File: config.mk
export PLATFORM = sky130hd
export DESIGN_NAME = walk_assist_regs
export DESIGN_NICKNAME = d
export VERILOG_FILES = /design/src/rtl/wa_pkg.sv /design/src/rtl/wa_index_ctr.sv /design/src/rtl/wa_read_mux.sv /design/src/rtl/wa_entry_out.sv /design/src/rtl/walk_assist_regs.sv
export SDC_FILE = /design/constraint.sdc
export NUM_CORES = 1
export LEC_CHECK = 0
export BUFFER_PORTS_ARGS = -buffer_cell sky130_fd_sc_hd__buf_2
export CAP_MARGIN = 20
export CORE_ASPECT_RATIO = 0.75
export CORE_MARGIN = 1
export CORE_UTILIZATION = 40
export DETAILED_ROUTE_END_ITERATION = 10
export PLACE_DENSITY = 0.67
export SYNTH_ARGS = -nofsm -noshare
export SYNTH_HDL_FRONTEND = slang
export SYNTH_SLANG_ARGS = --single-unit
File: constraint.sdc
create_clock -name clk -period 2.15 [get_ports clk]
set_input_delay 0.215 -clock clk [delete_from_list [all_inputs] [get_ports clk]]
set_output_delay 0.215 -clock clk [all_outputs]
set_load 0.01 [all_outputs]
File: src/rtl/wa_pkg.sv
package wa_pkg;
  localparam int unsigned WORD_W = 32;
  localparam int unsigned PAGE_W = 20;
  localparam int unsigned ASID_W = 4;
  localparam int unsigned IDX_LSB = 8;
  localparam int unsigned RSV_BIT = 27;
  localparam int unsigned ASSIST_BIT = 26;
  localparam logic [WORD_W-1:0] CTRL_RESET = 32'h0400_0000;

  typedef enum logic [2:0] {
    SEL_CTRL = 3'd0,
    SEL_CTX  = 3'd1,
    SEL_PAGE = 3'd2,
    SEL_L1B  = 3'd3,
    SEL_SEG  = 3'd4,
    SEL_RPN  = 3'd5
  } sel_e;
endpackage

File: src/rtl/wa_index_ctr.sv
module wa_index_ctr #(
  parameter int unsigned IDX_W   = 5,
  parameter int unsigned RSV_CNT = 4
) (
  input  logic             clk,
  input  logic             rst_n,
  input  logic             set_en,
  input  logic [IDX_W-1:0] set_val,
  input  logic             step,
  input  logic             rsv,
  output logic [IDX_W-1:0] idx
);
  localparam logic [IDX_W-1:0] IDX_MAX = {IDX_W{1'b1}};
  localparam logic [IDX_W-1:0] IDX_RSV = IDX_W'(RSV_CNT);

  logic [IDX_W-1:0] idx_d;
  logic             idx_en;

  always_comb begin
    idx_en = set_en | step;
    idx_d  = idx;
    if (set_en)            idx_d = set_val;
    else if (idx == IDX_MAX) idx_d = rsv ? IDX_RSV : '0;
    else                   idx_d = idx + 1'b1;
  end

  always_ff @(posedge clk or negedge rst_n) begin
    if (!rst_n)      idx <= '0;
    else if (idx_en) idx <= idx_d;
  end
endmodule

File: src/rtl/wa_read_mux.sv
module wa_read_mux
  import wa_pkg::*;
#(
  parameter int unsigned IDX_W = 5
) (
  input  sel_e              sel,
  input  logic              rsv,
  input  logic              assist,
  input  logic [IDX_W-1:0]  idx,
  input  logic [ASID_W-1:0] ctx_asid,
  input  logic [PAGE_W-1:0] pg_epn,
  input  logic              pg_valid,
  input  logic [ASID_W-1:0] pg_asid,
  input  logic [PAGE_W-1:0] l1_base,
  input  logic [PAGE_W-1:0] l2_base,
  input  logic [WORD_W-1:0] rpn_q,
  output logic [WORD_W-1:0] rdata
);
  localparam int unsigned SLICE = PAGE_W / 2;

  always_comb begin
    rdata = '0;
    unique case (sel)
      SEL_CTRL: begin
        rdata[RSV_BIT]              = rsv;
        rdata[ASSIST_BIT]           = assist;
        rdata[IDX_LSB +: IDX_W]     = idx;
      end
      SEL_CTX:  rdata[ASID_W-1:0]   = ctx_asid;
      SEL_PAGE: begin
        rdata[WORD_W-1 -: PAGE_W]   = pg_epn;
        rdata[9]                    = pg_valid;
        rdata[ASID_W-1:0]           = pg_asid;
      end
      SEL_L1B:  rdata = {l1_base, pg_epn[PAGE_W-1 -: SLICE], 2'b00};
      SEL_SEG:  rdata = {l2_base, pg_epn[SLICE-1:0], 2'b00};
      SEL_RPN:  rdata = rpn_q;
      default:  rdata = '0;
    endcase
  end
endmodule

File: src/rtl/wa_entry_out.sv
module wa_entry_out
  import wa_pkg::*;
#(
  parameter int unsigned IDX_W = 5
) (
  input  logic              clk,
  input  logic              rst_n,
  input  logic              fire,
  input  logic [IDX_W-1:0]  idx,
  input  logic [PAGE_W-1:0] pg_epn,
  input  logic              pg_valid,
  input  logic [ASID_W-1:0] pg_asid,
  input  logic [3:0]        apg,
  input  logic              guard,
  input  logic [1:0]        psize,
  input  logic              svalid,
  input  logic [WORD_W-1:0] rpn,
  output logic              ld_valid,
  output logic [IDX_W-1:0]  ld_index,
  output logic [PAGE_W-1:0] ld_epn,
  output logic              ld_evalid,
  output logic [ASID_W-1:0] ld_asid,
  output logic [3:0]        ld_apg,
  output logic              ld_guard,
  output logic [1:0]        ld_psize,
  output logic              ld_svalid,
  output logic [WORD_W-1:0] ld_rpn
);
  always_ff @(posedge clk or negedge rst_n) begin
    if (!rst_n) ld_valid <= 1'b0;
    else        ld_valid <= fire;
  end

  always_ff @(posedge clk or negedge rst_n) begin
    if (!rst_n) begin
      ld_index <= '0; ld_epn <= '0; ld_evalid <= 1'b0; ld_asid <= '0;
      ld_apg <= '0; ld_guard <= 1'b0; ld_psize <= '0; ld_svalid <= 1'b0;
      ld_rpn <= '0;
    end else if (fire) begin
      ld_index <= idx; ld_epn <= pg_epn; ld_evalid <= pg_valid;
      ld_asid <= pg_asid; ld_apg <= apg; ld_guard <= guard;
      ld_psize <= psize; ld_svalid <= svalid; ld_rpn <= rpn;
    end
  end
endmodule

File: src/rtl/walk_assist_regs.sv
module walk_assist_regs
  import wa_pkg::*;
#(
  parameter int unsigned IDX_W   = 5,
  parameter int unsigned RSV_CNT = 4
) (
  input  logic              clk,
  input  logic              rst_n,
  input  logic              miss_valid,
  input  logic [PAGE_W-1:0] miss_epn,
  input  logic              sr_wr,
  input  logic [2:0]        sr_sel,
  input  logic [WORD_W-1:0] sr_wdata,
  output logic [WORD_W-1:0] sr_rdata,
  output logic              ld_valid,
  output logic [IDX_W-1:0]  ld_index,
  output logic [PAGE_W-1:0] ld_epn,
  output logic              ld_evalid,
  output logic [ASID_W-1:0] ld_asid,
  output logic [3:0]        ld_apg,
  output logic              ld_guard,
  output logic [1:0]        ld_psize,
  output logic              ld_svalid,
  output logic [WORD_W-1:0] ld_rpn
);
  sel_e sel;
  assign sel = sel_e'(sr_sel);

  logic wr_ctrl, wr_ctx, wr_page, wr_l1b, wr_seg, wr_rpn;
  always_comb begin
    wr_ctrl = sr_wr && (sel == SEL_CTRL);
    wr_ctx  = sr_wr && (sel == SEL_CTX);
    wr_page = sr_wr && (sel == SEL_PAGE);
    wr_l1b  = sr_wr && (sel == SEL_L1B);
    wr_seg  = sr_wr && (sel == SEL_SEG);
    wr_rpn  = sr_wr && (sel == SEL_RPN);
  end

  logic              ctrl_rsv, ctrl_assist;
  logic [IDX_W-1:0]  cur_idx;
  logic [ASID_W-1:0] ctx_asid;
  logic [PAGE_W-1:0] pg_epn, pg_epn_d;
  logic              pg_valid, pg_valid_d;
  logic [ASID_W-1:0] pg_asid, pg_asid_d;
  logic              pg_en;
  logic [PAGE_W-1:0] l1_base, l2_base;
  logic [3:0]        seg_apg;
  logic              seg_guard, seg_svalid;
  logic [1:0]        seg_psize;
  logic [WORD_W-1:0] rpn_q;

  // Page register next state: a miss outranks a software write
  always_comb begin
    pg_en      = miss_valid | wr_page;
    pg_epn_d   = sr_wdata[WORD_W-1 -: PAGE_W];
    pg_valid_d = sr_wdata[9];
    pg_asid_d  = sr_wdata[ASID_W-1:0];
    if (miss_valid) begin
      pg_epn_d   = miss_epn;
      pg_valid_d = 1'b0;
      pg_asid_d  = ctx_asid;
    end
  end

  always_ff @(posedge clk or negedge rst_n) begin
    if (!rst_n) begin
      ctrl_rsv    <= CTRL_RESET[RSV_BIT];
      ctrl_assist <= CTRL_RESET[ASSIST_BIT];
    end else if (wr_ctrl) begin
      ctrl_rsv    <= sr_wdata[RSV_BIT];
      ctrl_assist <= sr_wdata[ASSIST_BIT];
    end
  end

  always_ff @(posedge clk or negedge rst_n) begin
    if (!rst_n)      ctx_asid <= '0;
    else if (wr_ctx) ctx_asid <= sr_wdata[ASID_W-1:0];
  end

  always_ff @(posedge clk or negedge rst_n) begin
    if (!rst_n) begin
      pg_epn <= '0; pg_valid <= 1'b0; pg_asid <= '0;
    end else if (pg_en) begin
      pg_epn <= pg_epn_d; pg_valid <= pg_valid_d; pg_asid <= pg_asid_d;
    end
  end

  always_ff @(posedge clk or negedge rst_n) begin
    if (!rst_n)      l1_base <= '0;
    else if (wr_l1b) l1_base <= sr_wdata[WORD_W-1 -: PAGE_W];
  end

  always_ff @(posedge clk or negedge rst_n) begin
    if (!rst_n) begin
      l2_base <= '0; seg_apg <= '0; seg_guard <= 1'b0;
      seg_psize <= '0; seg_svalid <= 1'b0;
    end else if (wr_seg) begin
      l2_base    <= sr_wdata[WORD_W-1 -: PAGE_W];
      seg_apg    <= sr_wdata[8:5];
      seg_guard  <= sr_wdata[4];
      seg_psize  <= sr_wdata[3:2];
      seg_svalid <= sr_wdata[0];
    end
  end

  always_ff @(posedge clk or negedge rst_n) begin
    if (!rst_n)      rpn_q <= '0;
    else if (wr_rpn) rpn_q <= sr_wdata;
  end

  wa_index_ctr #(.IDX_W(IDX_W), .RSV_CNT(RSV_CNT)) u_idx (
    .clk(clk), .rst_n(rst_n), .set_en(wr_ctrl),
    .set_val(sr_wdata[IDX_LSB +: IDX_W]), .step(wr_rpn),
    .rsv(ctrl_rsv), .idx(cur_idx)
  );

  wa_read_mux #(.IDX_W(IDX_W)) u_rd (
    .sel(sel), .rsv(ctrl_rsv), .assist(ctrl_assist), .idx(cur_idx),
    .ctx_asid(ctx_asid), .pg_epn(pg_epn), .pg_valid(pg_valid),
    .pg_asid(pg_asid), .l1_base(l1_base), .l2_base(l2_base),
    .rpn_q(rpn_q), .rdata(sr_rdata)
  );

  wa_entry_out #(.IDX_W(IDX_W)) u_out (
    .clk(clk), .rst_n(rst_n), .fire(wr_rpn), .idx(cur_idx),
    .pg_epn(pg_epn), .pg_valid(pg_valid), .pg_asid(pg_asid),
    .apg(seg_apg), .guard(seg_guard), .psize(seg_psize),
    .svalid(seg_svalid), .rpn(sr_wdata),
    .ld_valid(ld_valid), .ld_index(ld_index), .ld_epn(ld_epn),
    .ld_evalid(ld_evalid), .ld_asid(ld_asid), .ld_apg(ld_apg),
    .ld_guard(ld_guard), .ld_psize(ld_psize), .ld_svalid(ld_svalid),
    .ld_rpn(ld_rpn)
  );
endmodule

==> flow_summary.json, run 1 <==
{
  "status": "finished, final reports clean",
  "syn_area_per_cell_um2": 10.2,
  "cts_tree": "built",
  "ir_drop_mv": 0.489,
  "power_mw": 8.61,
  "synthCells": 698,
  "nFillCells": 1557,
  "path_max_fanout": 3,
  "vias": 5775,
  "drive_gt1_frac": 0.320,
  "hold_violations": 0,
  "seq_area_frac_synth": 0.547,
  "p_sw_mw": 2.49,
  "placedInstanceArea_um2": 8260,
  "crit_path_cell_trace": "nor2b_1 -> a21oi_1 -> o21ai_0 -> buf_2",
  "final_cell_mix": "nand2_1, buf_2, dfrtp_1, mux2_2, mux2i_1",
  "end_kind": "output port",
  "fin_crit_ns": 2.01,
  "grt_max_degree": 53,
  "fin_area_um2": 8990,
  "ys.warnings.count": 0,
  "swShare": 0.289,
  "internal_power_mw": 6.12,
  "clkLatencyLatePin_ns": 0.43,
  "layout_commonest_cell": "nand2_1",
  "yosys.cell_types.count": 41,
  "drt_iter0_markers": 426,
  "worstSetupPathType": "register to output port",
  "antenna_found_initial": 2,
  "postCtsSetupBuffers": 0,
  "synth-edff-count": 0,
  "dp_hpwl_um": 14800,
  "start_util": 0.415,
  "hp-class": "input port to register",
  "firstDrtPassIters": 5,
  "avgRoutedWirePerCell_um": 18.8,
  "crit_slowest_cell": "nor2b_1",
  "pre_cts_ws_ns": 0.229,
  "clk_pin_slew_ns": 0.06,
  "power_frac_seq": 0.457,
  "crit_family": "simple AND/OR/NAND/NOR gates",
  "fmax_ghz": 0.498,
  "fp-row-count": 41,
  "path_buf_inv": 1,
  "register_area_um2": 3880,
  "worstPathRequired_ns": 1.93,
  "grt_pass1_wl_um": 32500,
  "slew_headroom": 0.494,
  "async_flop_share": 1.00,
  "post-route-util": 0.526,
  "final_cells": 1124,
  "io_buffers": 161,
  "h-tree-depth": 4,
  "cp_slowest_stage_delay_ns": 0.41,
  "clockBufferDepth": 2,
  "ioPinCount": 162,
  "synth.cell_area_um2": 7090,
  "layout_setup_ws_ns": 0.143,
  "cts_root_buf": "clkbuf_16",
  "worstSetupStartpointType": "register",
  "ys.flop_type": "dfrtp_1",
  "grt_pass1_vias": 5615,
  "p_clk_frac": 0.344,
  "skew_ns": 0.00828,
  "max_cap_viol_count": 0,
  "fin_setup_tns_ns": 0,
  "min_period_over_period": 0.933,
  "cellPowerDensity_nw_per_um2": 957,
  "pwr-share-comb": 0.199,
  "setup_viol_count_final": 0,
  "p_leak_nw": 4.55,
  "place_inst": 1078,
  "die_h_um": 117,
  "ys_ff_latch": 155,
  "cts_buffers": 17,
  "vias_per_cell": 5.14,
  "wl_um": 21100,
  "grt_overflow_total": 0,
  "multiInputGateArea_um2": 2980,
  "slew_violations": 0,
  "worst_pin_slew_ns": 0.758,
  "design.core.area_um2": 17100,
  "die_area_um2": 18300,
  "final_nets": 937,
  "arrival_ns": 1.79,
  "timing.hold.ws_ns": 0.0220,
  "syn2layout_area_growth_pct": 26.8,
  "die-width_um": 156,
  "grtUsageTotal": 0.242,
  "clock-sinks": 155,
  "gp_congestion": 0.857,
  "rsz0062_at_grt": "false",
  "drc": 0,
  "ant_nets": 0,
  "syn-num-nets": 759
}
## cell families after synthesis
group / count (synthesis) / share of synthesized area
DFF: 155 / 0.547
xor gates and xnor gates: 1 / 0.00124
muxes: 115 / 0.173
and+or+nand+nor: 288 / 0.167
buffers and inverters: 50 / 0.0342
adders and majority gates: 2 / 0.00353
AOI/OAI and AO/OA: 87 / 0.0743
## path summary, 6_finish.rpt
path / from / slack, ns / end / depth (start not counted)
max: pg_epn[2]$_DFFE_PN0P_ / 0.14 / sr_rdata[4] / 4
max reg2reg: u_idx.idx[0]$_DFFE_PN0P_ / 0.23 / u_idx.idx[3]$_DFFE_PN0P_ / 5
min in group asynchronous: rst_n / 0.32 / u_out.ld_svalid$_DFFE_PN0P_ / 2
min: sr_wdata[4] / 0.02 / rpn_q[4]$_DFFE_PN0P_ / 3
max in group asynchronous: rst_n / 1.12 / u_idx.idx[4]$_DFFE_PN0P_ / 3
min reg2reg: ctrl_assist$_DFFE_PN1P_ / 0.46 / ctrl_assist$_DFFE_PN1P_ / 2
## Yosys cell counts, types with 2 or more instances
cell	count	area share
o22ai_1	16	0.014
nand4b_1	2	0.0025
buf_4	5	0.0053
nand3_1	3	0.0021
inv_1	2	0.0011
clkbuf_1	22	0.012
mux2_2	58	0.092
o21ai_0	35	0.025
nor2_1	6	0.0032
a31oi_1	4	0.0035
buf_1	2	0.0011
a22oi_1	10	0.011
nor2b_1	5	0.0044
dfrtp_1	154	0.54
ha_1	2	0.0035
mux2i_1	57	0.080
and3_1	2	0.0018
buf_2	17	0.012
a221oi_1	4	0.0049
a21oi_1	11	0.0078
nand2_1	256	0.14
and3b_1	2	0.0025
buf_6	2	0.0032
nand2b_1	2	0.0018
a32oi_1	3	0.0037
## worst min-delay path, stage by stage
cell	delay (ns)
buf_2	0.10
nand2_1	0.05
nand2_1	0.05
## layer usage
metal,vias to the layer above,share of wire,GRT usage
met5,-,0,0
met4,0,0.0098,0.0588
met3,18,0.072,0.0659
met2,204,0.44,0.367
met1,2827,0.48,0.345
li1,2726,-,-
## repair_timing
action                                  in CTS  in global routing
endpoints found under the setup margin       0                  0
hold buffers                                15                  0
resized for setup                            0                  0
endpoints found under the hold margin       63                  0
## flip-flops by register name, summed over array words and instances, names as in the netlist, 2 cells and up
| name | count |
|---|---|
| rpn_q | 32 |
| l1_base | 20 |
| l2_base | 20 |
| pg_epn | 20 |
| u_out.ld_epn | 20 |
| u_idx.idx | 5 |
| u_out.ld_index | 5 |
| ctx_asid | 4 |
| pg_asid | 4 |
| seg_apg | 4 |
| u_out.ld_apg | 4 |
| u_out.ld_asid | 4 |
| seg_psize | 2 |
| u_out.ld_psize | 2 |
## final cells by class
class / count / area share
Antenna cell: 1 / 0.000278
Clock buffer: 24 / 0.0547
Clock inverter: 6 / 0.00974
Inverter: 2 / 0.000835
Multi-Input combinational cell: 493 / 0.332
Sequential cell: 155 / 0.431
Tap cell: 236 / 0.0328
Timing Repair Buffer: 207 / 0.138
## power by group through the flow
stage	clock network (mW)	logic [mW]	registers, mW
CTS	3.03	1.72	3.93
global route	3.13	1.91	4.01
detailed placement	0	1.70	3.97
global placement	0	1.66	3.97
finish	2.96	1.71	3.94
floorplan	0	0.852	3.97
Power figures use the tool's default switching activity.
==> inputs of run 2 (changes only) <==
Settings changed: BUFFER_PORTS_ARGS -buffer_cell sky130_fd_sc_hd__buf_2 to not set, DONT_BUFFER_PORTS set to 1, PLACE_DENSITY 0.67 to 0.59, SKIP_LAST_GASP set to 1.
==> run 2 against run 1 <==
Compared with the run above:
- first-iteration DRC count decreased by 19%
- final cell count is 12% lower
- clock power grew 7.1%
- global-route usage up 0.16 points
- the flow now finishes with violations (hold timing)
- non-clock buffer count shrank 132
- hold slack got worse by 0.53 ns
- worst setup slack improved by 0.049 ns
- final area is 5.1% lower
- highest routed layer unchanged
- sequential power rose by 4%
- critical endpoint is now u_idx.idx[3]$_DFFE_PN0P_
- die area did not move
- register-to-register slack worse by 0.04 ns
==> flow_summary.json, run 2 (same netlist as run 1, synthesis figures left out) <==
{
  "hold_violations": 155,
  "placedInstanceArea_um2": 7330,
  "die_h_um": 117,
  "start_util": 0.415,
  "ioPinCount": 162,
  "fin_crit_ns": 1.96,
  "io_buffers": 0,
  "ant_nets": 0,
  "path_common_cell": "ha_1",
  "cts_buffers": 17,
  "slew_violations": 0,
  "place_inst": 903,
  "clk_pin_slew_ns": 0.06,
  "path_max_fanout": 7,
  "multiInputGateArea_um2": 2980,
  "final_cell_mix": "nand2_1, dfrtp_1, mux2_2, mux2i_1, dlygate4sd3_1",
  "die_area_um2": 18300,
  "layout_setup_ws_ns": 0.192,
  "p_leak_nw": 3.96,
  "end_kind": "register",
  "grt_pass1_wl_um": 32600,
  "setup_viol_count_final": 0,
  "drive_gt1_frac": 0.148,
  "arrival_ns": 2.29,
  "vias_per_cell": 5.44,
  "clkLatencyLatePin_ns": 0.42,
  "final_cells": 992,
  "cts_resized": 0,
  "cellPowerDensity_nw_per_um2": 986,
  "timing.hold.ws_ns": -0.504,
  "hp-class": "input port to async pin",
  "cts_tree": "built",
  "slew_headroom": 0.318,
  "grt_pass1_vias": 5549,
  "rsz0062_at_grt": "false",
  "fin_setup_tns_ns": 0,
  "top_register": "rpn_q",
  "ir_drop_mv": 0.583,
  "cts-hold-fix-buffers": 58,
  "fin_area_um2": 8540,
  "syn2layout_area_growth_pct": 20.4,
  "worst_pin_slew_ns": 1.01,
  "rr_startpoint": "u_idx.idx[0]$_DFFE_PN0P_",
  "grt_max_degree": 156,
  "fmax_ghz": 0.511,
  "vias": 5395,
  "min_period_over_period": 0.911,
  "final_nets": 805,
  "n_antenna_cell": 0,
  "gp_congestion": 0.862,
  "rr_worst_depth": 5,
  "crit_path_cell_trace": "ha_1 -> and3_1 -> ha_1 -> or4_1 -> a31oi_1",
  "drc": 0,
  "cp_slowest_stage_delay_ns": 0.52,
  "firstDrtPassIters": 4,
  "clockBufferDepth": 2,
  "status": "finished with violations",
  "drt_iter0_markers": 345,
  "fp-row-count": 41,
  "design.core.area_um2": 17100,
  "avgRoutedWirePerCell_um": 21.5,
  "layout_commonest_cell": "nand2_1",
  "nFillCells": 1544,
  "die-width_um": 156,
  "largest_reg_flops": 32,
  "crit_slowest_cell": "or4_1",
  "grtUsageTotal": 0.244,
  "cts_root_buf": "clkbuf_16",
  "clock-sinks": 155,
  "h-tree-depth": 4,
  "worstSetupPathType": "register to register",
  "register_area_um2": 3880,
  "dp_hpwl_um": 13800,
  "wl_um": 21300,
  "pre_cts_ws_ns": 0.218,
  "worstSetupStartpointType": "register",
  "max_cap_viol_count": 0,
  "antenna_found_initial": 0,
  "startpoint": "u_idx.idx[0]$_DFFE_PN0P_",
  "grt_overflow_total": 0,
  "violations": "hold timing",
  "skew_ns": 0.00823,
  "worstPathRequired_ns": 2.48
}
-- run 2: metrics by stage --
step / power, mW / util
after floorplan: 4.83 / -
after global placement: 5.08 / 0.429
after detailed placement: 5.18 / 0.429
after CTS: 8.48 / 0.500
after global routing: 8.83 / 0.500
final: 8.42 / 0.500
-- run 2: layout make-up --
cell class,count,area share
Clock buffer,20,0.0523
Multi-Input combinational cell,493,0.349
Sequential cell,155,0.454
Tap cell,236,0.0346
Inverter,2,0.000879
Clock inverter,11,0.0199
Timing Repair Buffer,75,0.0885
-- run 2: final timing paths --
path / slack, ns / to
worst max-delay path: 0.19 / u_idx.idx[3]$_DFFE_PN0P_
worst min-delay path: -0.50 / u_out.ld_epn[17]$_DFFE_PN0P_
worst max register to register: 0.19 / u_idx.idx[3]$_DFFE_PN0P_
worst min register to register: 0.47 / u_out.ld_apg[1]$_DFFE_PN0P_
max in group asynchronous: 2.40 / ctrl_assist$_DFFE_PN1P_
min in group clk: 0.02 / pg_epn[0]$_DFFE_PN0P_
-- run 2: routing by layer --
layer	wire length (um)	global-route usage	up-vias
met3	1450	0.0685	27
li1	-	-	2456
met1	9390	0.315	2722
met2	10100	0.396	190
met5	0	0	-
met4	396	0.0837	0
-- run 2: power by group --
part / internal, mW / total [mW] / leakage [nW] / switching [mW]
logic: 0.590 / 1.14 / 1.75 / 0.552
clock network: 1.97 / 3.17 / 0.292 / 1.20
registers: 3.49 / 4.11 / 1.92 / 0.618
total: 6.05 / 8.42 / 3.96 / 2.37
-- run 2: timing repair --
action | CTS | global route
endpoints found under the hold margin | 271 | 155
setup endpoints to repair | 0 | 0
setup buffers | 0 | 0
-- run 2: critical path, delay by kind of cell (launching register included) --
family / cells / cell delay (ns)
simple gates: 2 / 0.71
flops: 1 / 0.46
compound gates: 1 / 0.21
fa+ha+maj: 2 / 0.50
==> inputs of run 3 (changes only) <==
Settings changed: SETUP_SLACK_MARGIN set to 0.4.
==> run 3 against run 2 <==
Compared with the run above:
- the flow still finishes with violations (hold timing)
- via count increased by 1.0%
- routed wire length decreased by 0.92%
- global-route usage decreased by 0.44 points
- final cell count increased by 1.2%
- maximum frequency increased by 9.4%
- clock power decreased by 4%
- sequential power about the same
- power decreased by 0.51%
- largest power group unchanged
- highest routed layer unchanged
==> flow_summary.json, run 3 (same netlist as run 1, synthesis figures left out) <==
{
  "placedInstanceArea_um2": 7350,
  "ir_drop_mv": 0.539,
  "internal_power_mw": 5.97,
  "cellPowerDensity_nw_per_um2": 964,
  "clkLatencyLatePin_ns": 0.42,
  "cts-hold-fix-buffers": 58,
  "drt_iter0_markers": 379,
  "fin_area_um2": 8690,
  "rsz0062_at_grt": "true",
  "pwr-share-comb": 0.146,
  "crit_slowest_cell": "dfrtp_1",
  "clk_pin_slew_ns": 0.06,
  "die_area_um2": 18300,
  "ioPinCount": 162,
  "cts_tree": "built",
  "grtUsageTotal": 0.239,
  "syn2layout_area_growth_pct": 22.6,
  "hp-class": "input port to async pin",
  "worstSetupStartpointType": "register",
  "path_max_fanout": 3,
  "final_nets": 815,
  "top_layer_used": "met4",
  "worst-r2r-setup-slack_ns": 0.46,
  "drive_gt1_frac": 0.185,
  "multiInputGateArea_um2": 3080,
  "die_h_um": 117,
  "layout_commonest_cell": "nand2_1",
  "wl_um": 21100,
  "hold_violations": 155,
  "h-tree-depth": 4,
  "clock-sinks": 155,
  "fmax_ghz": 0.559,
  "grt_overflow_total": 0,
  "drc": 0,
  "largest_reg_flops": 32,
  "vias_per_cell": 5.43,
  "min_period_over_period": 0.833,
  "slew_headroom": 0.580,
  "grt_pass1_wl_um": 32100,
  "fin_crit_ns": 1.79,
  "firstDrtPassIters": 7,
  "worst_pin_slew_ns": 0.628,
  "m1WireLength_um": 9390,
  "skew_ns": 0.00783,
  "met3_length_um": 1660,
  "max_cap_viol_count": 0,
  "fin_setup_tns_ns": 0,
  "cp_slowest_stage_delay_ns": 0.40,
  "io_buffers": 0,
  "setup_viol_count_final": 0,
  "rr_worst_depth": 5,
  "register_area_um2": 3890,
  "p_sw_mw": 2.40,
  "power_frac_seq": 0.490,
  "worstSetupPathType": "register to output port",
  "grt_pass1_vias": 5435,
  "place_inst": 907,
  "timing.hold.ws_ns": -0.510,
  "fp-row-count": 41,
  "design.core.area_um2": 17100,
  "vias": 5450,
  "crit_family": "compound AO/OA/AOI/OAI gates",
  "wl_met2_um": 9830,
  "final_cells": 1004,
  "cts_root_buf": "clkbuf_16",
  "reg2reg_to": "u_idx.idx[3]$_DFFE_PN0P_",
  "path_buf_inv": 1,
  "nFillCells": 1548,
  "p_clk_frac": 0.364,
  "violations": "hold timing",
  "antenna_found_initial": 0,
  "grt_max_degree": 156,
  "ant_nets": 0,
  "avgRoutedWirePerCell_um": 21.0,
  "worstPathRequired_ns": 1.93,
  "final_cell_mix": "nand2_1, dfrtp_1, mux2_2, mux2i_1, dlygate4sd3_1",
  "rr_startpoint": "u_idx.idx[0]$_DFFE_PN0P_",
  "arrival_ns": 1.58,
  "swShare": 0.287,
  "cts_buffers": 17,
  "status": "finished with violations",
  "die-width_um": 156,
  "clockBufferDepth": 2,
  "start_util": 0.415,
  "end_kind": "output port",
  "top_register": "rpn_q",
  "gp_congestion": 0.826,
  "crit_path_cell_trace": "nor2b_2 -> a21oi_2 -> o21ai_0 -> buf_4",
  "p_leak_nw": 4.01,
  "slew_violations": 0,
  "dp_hpwl_um": 13700
}
## run 3: stage by stage
step	worst slack [ns]	power, mW	utilization
final	0.360	8.38	0.509
after global routing	0.342	8.77	0.509
after CTS	0.400	8.39	0.503
after detailed placement	0.311	5.18	0.430
after global placement	0.375	5.09	0.430
after floorplan	0.425	4.83	-
## run 3: power groups by stage
stage	sequential [mW]	clock, mW	combinational, mW
4_1_cts	4.11	3.10	1.18
2_1_floorplan	3.97	0	0.853
5_1_grt	4.18	3.23	1.36
3_5_place_dp	4.16	0	1.02
6_report	4.11	3.05	1.22
3_3_place_gp	4.13	0	0.963
## run 3: worst max-delay path by stage
stage / from / endpoint / slack (ns) / cells past startpoint
global placement: u_idx.idx[0]$_DFFE_PN0P_ / u_idx.idx[3]$_DFFE_PN0P_ / 0.38 / 5
detailed placement: u_idx.idx[0]$_DFFE_PN0P_ / u_idx.idx[3]$_DFFE_PN0P_ / 0.31 / 5
finish: pg_epn[3]$_DFFE_PN0P_ / sr_rdata[5] / 0.36 / 4
CTS: pg_epn[3]$_DFFE_PN0P_ / sr_rdata[5] / 0.40 / 4
floorplan: u_idx.idx[0]$_DFFE_PN0P_ / u_idx.idx[3]$_DFFE_PN0P_ / 0.43 / 5
global route: pg_epn[3]$_DFFE_PN0P_ / sr_rdata[5] / 0.34 / 4
## run 3: layout make-up
type	count	share of cell area
Sequential cell	155	0.447
Multi-Input combinational cell	493	0.355
Timing Repair Buffer	85	0.0941
Clock buffer	23	0.0561
Tap cell	236	0.0340
Clock inverter	9	0.0128
Inverter	2	0.000864
Antenna cell	1	0.000288
## run 3: layer usage
metal	GRT usage	vias up
met3	0.0821	18
met1	0.314	2760
met2	0.380	186
met5	0	-
li1	-	2486
met4	0.0627	0
## run 3: timing repair
action	in CTS	in global routing
hold endpoints to repair	271	155
gates resized for setup	12	13
pin swaps	0	4
setup endpoints to repair	7	12
setup buffers	2	4
